### config.mk
export PLATFORM = sky130hd
export DESIGN_NAME = gf233_squarer
export DESIGN_NICKNAME = d
export VERILOG_FILES = /design/src/rtl/gf233_sq_pkg.sv /design/src/rtl/gf233_spread.sv /design/src/rtl/gf233_fold.sv /design/src/rtl/gf233_squarer.sv
export SDC_FILE = /design/constraint.sdc
export NUM_CORES = 1
export LEC_CHECK = 0
export CORE_MARGIN = 2
export CORE_UTILIZATION = 57
export DETAILED_ROUTE_END_ITERATION = 7
export PLACE_DENSITY = 0.93
export SKIP_LAST_GASP = 1
export SYNTH_ARGS = -nofsm -noshare
export SYNTH_HDL_FRONTEND = slang
export SYNTH_SLANG_ARGS = --single-unit
### constraint.sdc
create_clock -name clk -period 5.2 [get_ports clk]
set_input_delay 1.56 -clock clk [delete_from_list [all_inputs] [get_ports clk]]
set_output_delay 1.56 -clock clk [all_outputs]
set_load 0.005 [all_outputs]
### src/rtl/gf233_sq_pkg.sv
package gf233_sq_pkg;
    localparam int FIELD_W = 233;
    localparam int TAP     = 74;
    localparam int REG_W   = 256;

    typedef enum logic [1:0] {
        S_IDLE   = 2'd0,
        S_EXPAND = 2'd1,
        S_REDUCE = 2'd2,
        S_FINISH = 2'd3
    } sq_state_e;
endpackage

### src/rtl/gf233_spread.sv
// Squaring over GF(2): coefficient i moves to position 2i, odd positions are zero.
module gf233_spread #(
    parameter int IN_W = 233
) (
    input  logic [IN_W-1:0]   a,
    output logic [2*IN_W-1:0] y
);
    for (genvar i = 0; i < IN_W; i++) begin : g_bit
        assign y[2*i]   = a[i];
        assign y[2*i+1] = 1'b0;
    end
endmodule

### src/rtl/gf233_fold.sv
// Two-pass reduction by x^W = x^TAP + 1 (valid while 2*TAP <= W).
module gf233_fold #(
    parameter int W   = 233,
    parameter int TAP = 74
) (
    input  logic [2*W-1:0] wide,
    output logic [W-1:0]   y
);
    localparam int EXT = W + TAP;

    logic [W-1:0]   hi1;
    logic [EXT-1:0] pass1;
    logic [TAP-1:0] hi2;

    always_comb begin
        hi1   = wide[2*W-1:W];
        pass1 = {{TAP{1'b0}}, wide[W-1:0]}
              ^ {{TAP{1'b0}}, hi1}
              ^ ({{TAP{1'b0}}, hi1} << TAP);
        hi2   = pass1[EXT-1:W];
        y     = pass1[W-1:0]
              ^ {{(W-TAP){1'b0}}, hi2}
              ^ ({{(W-TAP){1'b0}}, hi2} << TAP);
    end
endmodule

### src/rtl/gf233_squarer.sv
module gf233_squarer
    import gf233_sq_pkg::*;
#(
    parameter int FW = FIELD_W,
    parameter int TW = TAP,
    parameter int RW = REG_W
) (
    input  logic          clk,
    input  logic          rst_n,
    input  logic          start,
    input  logic [RW-1:0] operand,
    output logic          done,
    output logic [RW-1:0] result
);
    localparam int SQ_W  = 2 * FW;
    localparam int PAD_W = RW - FW;

    sq_state_e state_q, state_d;

    logic            accept, load_sq, load_res;
    logic [FW-1:0]   op_q;
    logic [SQ_W-1:0] sq_d, sq_q;
    logic [FW-1:0]   red_d, res_q;
    logic            unused_op_hi;

    assign unused_op_hi = ^operand[RW-1:FW];

    // state register
    always_ff @(posedge clk or negedge rst_n) begin
        if (!rst_n) state_q <= S_IDLE;
        else        state_q <= state_d;
    end

    // transitions: accept, spread, fold, retire, chain
    always_comb begin
        state_d = state_q;
        unique case (state_q)
            S_IDLE:   if (start) state_d = S_EXPAND;
            S_EXPAND: state_d = S_REDUCE;
            S_REDUCE: state_d = S_FINISH;
            S_FINISH: state_d = start ? S_EXPAND : S_IDLE;
            default:  state_d = S_IDLE;
        endcase
    end

    // outputs and datapath enables per state
    always_comb begin
        done     = 1'b0;
        accept   = 1'b0;
        load_sq  = 1'b0;
        load_res = 1'b0;
        unique case (state_q)
            S_IDLE:   accept = start;
            S_EXPAND: load_sq = 1'b1;
            S_REDUCE: load_res = 1'b1;
            S_FINISH: begin
                done   = 1'b1;
                accept = start;
            end
            default: ;
        endcase
    end

    gf233_spread #(.IN_W(FW)) u_spread (
        .a (op_q),
        .y (sq_d)
    );

    gf233_fold #(.W(FW), .TAP(TW)) u_fold (
        .wide (sq_q),
        .y    (red_d)
    );

    always_ff @(posedge clk or negedge rst_n) begin
        if (!rst_n) begin
            op_q  <= '0;
            sq_q  <= '0;
            res_q <= '0;
        end else begin
            if (accept)   op_q  <= operand[FW-1:0];
            if (load_sq)  sq_q  <= sq_d;
            if (load_res) res_q <= red_d;
        end
    end

    assign result = {{PAD_W{1'b0}}, res_q};
endmodule

## Word-level counts from Yosys, hierarchy flattened

Index checks and enable logic that the tools add are counted.

| storage, ports and cells | value |
|---|---|
| word-level logic and storage cells | 21 |
| register bits after elaboration | 701 |
| bits of input ports | 259 |

| cells by class | value |
|---|---|
| reduce and logical (&&, ||, !) cells | 2 |
| bitwise logic cells | 4 |
| mux-type cells | 7 |
| equality and inequality tests | 4 |

Operator list:

| cell | count |
|---|---|
| 307-bit by 306-bit bitwise XOR with 307-bit output | 1 |
| 233-bit by 148-bit bitwise XOR with 233-bit output | 1 |
| 233-bit by 232-bit bitwise XOR with 233-bit output | 1 |
| 233-bit by 74-bit bitwise XOR with 233-bit output | 1 |
| 2-bit case mux with 4 select lines | 1 |
| 1-bit 2-to-1 mux | 5 |
| 2-bit equality test, second input constant | 2 |
| 2-bit by 1-bit equality test with 1-bit output, second input constant | 1 |
| 2-bit logical NOT | 1 |
| 2-bit 2-to-1 mux | 1 |
| 2-bit != test, second input constant | 1 |
| 2-bit OR reduction | 1 |

## Logic depth before layout (Yosys ltp)

| logic depth | value |
|---|---|
| depth in word-level cells | 4 |
| depth in mapped cells | 7 |

## By module

Synthesis repeated with hierarchy kept, for this count alone.

| second synthesis, totals | value |
|---|---|
| cells, all modules | 2942 |
| area total of the unflattened synthesis | 43747.0 µm² |

By module, submodules not included:

| module | instances | sequential area each (µm²) | cells each | area an instance (µm²) |
|---|---|---|---|---|
| gf233_squarer | 1 | 23372.4 | 2009 | 35607.9 |
| gf233_fold | 1 | 0.0 | 466 | 4636.9 |
| gf233_spread | 1 | 0.0 | 467 | 3502.1 |

## Least setup slack after synthesis

Ideal clock, no wire load.

| timing | value |
|---|---|
| path type | in2reg |
| start | input start |
| end | register op_q[10] |
| cell stages on the path | 5 |
| required time | 5.075 ns |
| library setup time | 0.125 ns |
| arrival time | 2.409 ns |
| buffers on the path | 3 |
| slack | 2.665 ns |
| path through | nor2b_4 buf_6 buf_8 buf_8 mux2_4 |

| on the way | value |
|---|---|
| cells in the longest elaborated chain, start to end | 1 |

RTL lines:

| element | line | RTL |
|---|---|---|
| from (decl) | gf233_squarer.sv:10 | `input logic start,` |
| 1-bit 2-to-1 mux | gf233_squarer.sv:52 | `unique case (state_q)` |
| to (signal assigned) | gf233_squarer.sv:80 | `if (accept) op_q <= operand[FW-1:0];` |
| to (decl) | gf233_squarer.sv:21 | `logic [FW-1:0] op_q;` |

No other way between the ends.
A chain may end at the register's enable or synchronous reset.

## Final worst setup path

| timing | value |
|---|---|
| start | register state_q[0] |
| end | output done |

| on the way | value |
|---|---|
| cells in the longest elaborated chain, start to end | 2 |

RTL lines:

| element | line | RTL |
|---|---|---|
| from (decl) | gf233_squarer.sv:18 | `sq_state_e state_q, state_d;` |
| from (signal assigned) | gf233_squarer.sv:31 | `else state_q <= state_d;` |
| 2-bit equality test | gf233_squarer.sv:52 |  |
| 1-bit 2-to-1 mux | gf233_squarer.sv:52 |  |
| to (decl) | gf233_squarer.sv:12 | `output logic done,` |

No other way between the ends.

==> run_results.csv <==
group,metric,value,unit
status,status,"finished, final reports clean",
critical_path,arrival,2.01,ns
yosys,synth_area_leaders,"dfrtp_1, mux2_2, mux2_4",
yosys,synth-seq-cells,701,
critical_path,cp-start-kind,"flip-flop",
yosys,synth_top_area_share,0.6254,
timing,fin_crit_sh,0.6864,
drt,drt-vias-per-instance,5.484,
timing,min_period,3.570,ns
drt,wl_per_cell,23.40,µm
final_layout,utilization,0.7322,
clock_tree,cts_sinks,701,
power_and_ir_drop,internal-power,17.90,mW
global_routing,grt_pass1_wl,109800,µm
final_layout,fillers,2728,
yosys,synth-edff-count,0,
clock_tree,cts-buffers-inserted,72,
clock_tree,clkTransAtPathRegs,0.06,ns
timing,tns,0,ns
yosys,netlist_area,28050,µm²
global_routing,top_usage_layer,"met2",
power_and_ir_drop,power_frac_seq,0.399,
yosys,synth.most_common_cell,"dfrtp_1",
critical_path,crit_required,3.64,ns
placed_design,dpl.hpwl,45110,µm
clock_tree,post-cts-setup-buffers,0,
timing,max_freq,280.2,MHz
placed_design,gp_congestion,0.8229,
power_and_ir_drop,p_comb_frac,0.400,
floorplan,die_w,225.8,µm
drt,wl,71390,µm
power_and_ir_drop,p_sw,8.623,mW
clock_tree,clock_latency,0.61,ns
yosys,seq_area_frac_synth,0.6254,
power_and_ir_drop,peakVddDrop,0.0004183,V
global_routing,grt_pass1_vias,18500,
clock_tree,ctsHoldBuffers,0,
clock_tree,htree_levels,3,
timing,clock_skew,0.01845,ns
drt,drt_iter0_drc,1025,
critical_path,crit_type,"flip-flop to output port",
timing,drv_slew,0,
floorplan,std_cell_rows,81,
timing,max-slew-margin-rel,0.4192,
worst_hold_path,min_path_type,"flip-flop to flip-flop",
global_routing,use_met3,0.09186,
placed_design,numPortBuffers,469,
final_layout,layout-drive-gt1-share,0.2940,
placed_design,dp_slack,1.308,ns
yosys,ys_types,23,
global_routing,grt_overflow,0,
global_routing,globalRouteTotalUtil,0.2842,
drt,drc_errors,0,
global_routing,grt_max_degree,136,
clock_tree,cts_tree,"yes",
clock_tree,cts_root_buffer,"clkbuf_16",
global_routing,met2_usage,0.4683,
yosys,yosysTopAreaCell,"dfrtp_1",
floorplan,io_pins,516,
yosys,netlist_instances,1840,
timing,setup_violations,0,
yosys,avgSynthCellArea,15.24,µm²
floorplan,die-height,225.8,µm
clock_tree,clockBufferDepth,3,
floorplan,fp.dieArea,50990,µm²
critical_path,crit_fanout,7,
drt,vias,16730,
global_routing,antenna_found_initial,15,
yosys,async_reset_ff_frac,1.000,
timing,hold_viol_final,0,
power_and_ir_drop,clockPowerShare,0.201,
floorplan,initial_utilization,0.5753,
yosys,ys_top_cells_by_count,"dfrtp_1, mux2_2, mux2_4",
timing,rsz0062_at_grt,"false",
drt,drt_first_pass_iters,5,
yosys,yosysWarnings,0,
power_and_ir_drop,cellLeakagePower,15.16,nW
job,cap_violations,0,
timing,fin_ws,1.630,ns
final_layout,area_growth,27.26,%
power_and_ir_drop,power,26.52,mW
power_and_ir_drop,powerDensity,743.1,nW/µm²
floorplan,core_region_area,48750,µm²
power_and_ir_drop,switching_share,0.3251,
global_routing,grtUsageMet1,0.3349,
final_layout,nets,2584,
clock_tree,cts_resized,0,
timing,tightest_slew,0.8712,ns
drt,postRouteAntennaNets,0,
yosys,ys.flop_type,"dfrtp_1",
critical_path,critPathCaptureType,"output port",
metrics by stage:
stage | hold WS, ns | instance area (µm²) | cells
final | 0.4961 | 35690 | 3051
after detailed placement | 0.4877 | 33210 | 2910
after floorplan | 0.4749 | 28130 | 1862
after global placement | 0.4826 | 33210 | 2910
after CTS | 0.5052 | 35650 | 3035
after global routing | 0.5182 | 35680 | 3046
final timing paths:
check	startpoint	to	slack (ns)	depth (start not counted)
worst max-delay path	state_q[0]$_DFFE_PN0P_	done	1.63	2
worst min-delay path	op_q[117]$_DFFE_PN0P_	sq_q[234]$_DFFE_PN0N_	0.50	1
worst min register to register	op_q[117]$_DFFE_PN0P_	sq_q[234]$_DFFE_PN0N_	0.50	1
worst max register to register	state_q[0]$_DFFE_PN0P_	op_q[91]$_DFFE_PN0P_	2.49	6
min in group asynchronous	rst_n	sq_q[210]$_DFFE_PN0N_	1.01	1
max in group asynchronous	rst_n	res_q[86]$_DFFE_PN0N_	3.01	2
power by group through the flow:
| stage | Combinational (mW) | Sequential (mW) | Clock (mW) |
|---|---|---|---|
| global placement | 9.91 | 10.2 | 0 |
| finish | 10.6 | 10.6 | 5.33 |
| global route | 11.3 | 10.9 | 5.62 |
| floorplan | 7.04 | 9.92 | 0 |
| CTS | 10.7 | 10.5 | 5.40 |
| detailed placement | 10.4 | 10.5 | 0 |
area by class of cell:
type	count	area, µm²	area share
Multi-Input combinational cell	1041	9709	0.2720
Clock buffer	99	2087	0.05847
Inverter	2	7.507	0.0002103
Clock inverter	26	354.1	0.009920
Antenna cell	16	40.04	0.001122
Timing Repair Buffer	502	5122	0.1435
Tap cell	664	830.8	0.02328
Sequential cell	701	17540	0.4915
sequential cells by signal (all words and copies together), names as in the netlist:
name     count
res_q      233
op_q       233
sq_q       233
state_q      2
cell families (layout without fill, tap and decap cells):
family | Yosys count | count (layout) | synth area share
other | 1 | 39 | 0.0001337
buffers and inverters | 120 | 629 | 0.03221
DFF | 701 | 701 | 0.6254
and+or+nand+nor | 160 | 160 | 0.02253
xor gates and xnor gates | 153 | 153 | 0.04778
muxes | 547 | 547 | 0.2424
AOI/OAI and AO/OA | 153 | 153 | 0.02730
adders and majority gates | 5 | 5 | 0.002231
worst max-delay path: stages (launching register included):
cell and delay [ns]:
dfrtp_1 0.49, ha_1 0.31, clkdlybuf4s50_1 0.60
per-layer routing:
layer	vias up	routed length, µm
met5	-	13
met4	2	3548
met3	214	5657
met2	637	35430
met1	8643	26740
li1	7237	-
layout by cell type (no fill, tap or decap), drive strengths merged:
master,count
clkinvlp,2
diode,16
clkbuf,99
mux2,547
buf,34
nor3b,1
bufinv,6
clkdlybuf4s50,468
nor2b,1
nor2,153
ha,5
dfrtp,701
nor4b,1
xnor2,153
a21oi,153
nor3,1
nor4bb,1
inv,7
nand2b,1
nor4,1
clkinv,13
conb,23
Note: power is estimated with default switching activity, not from simulation.
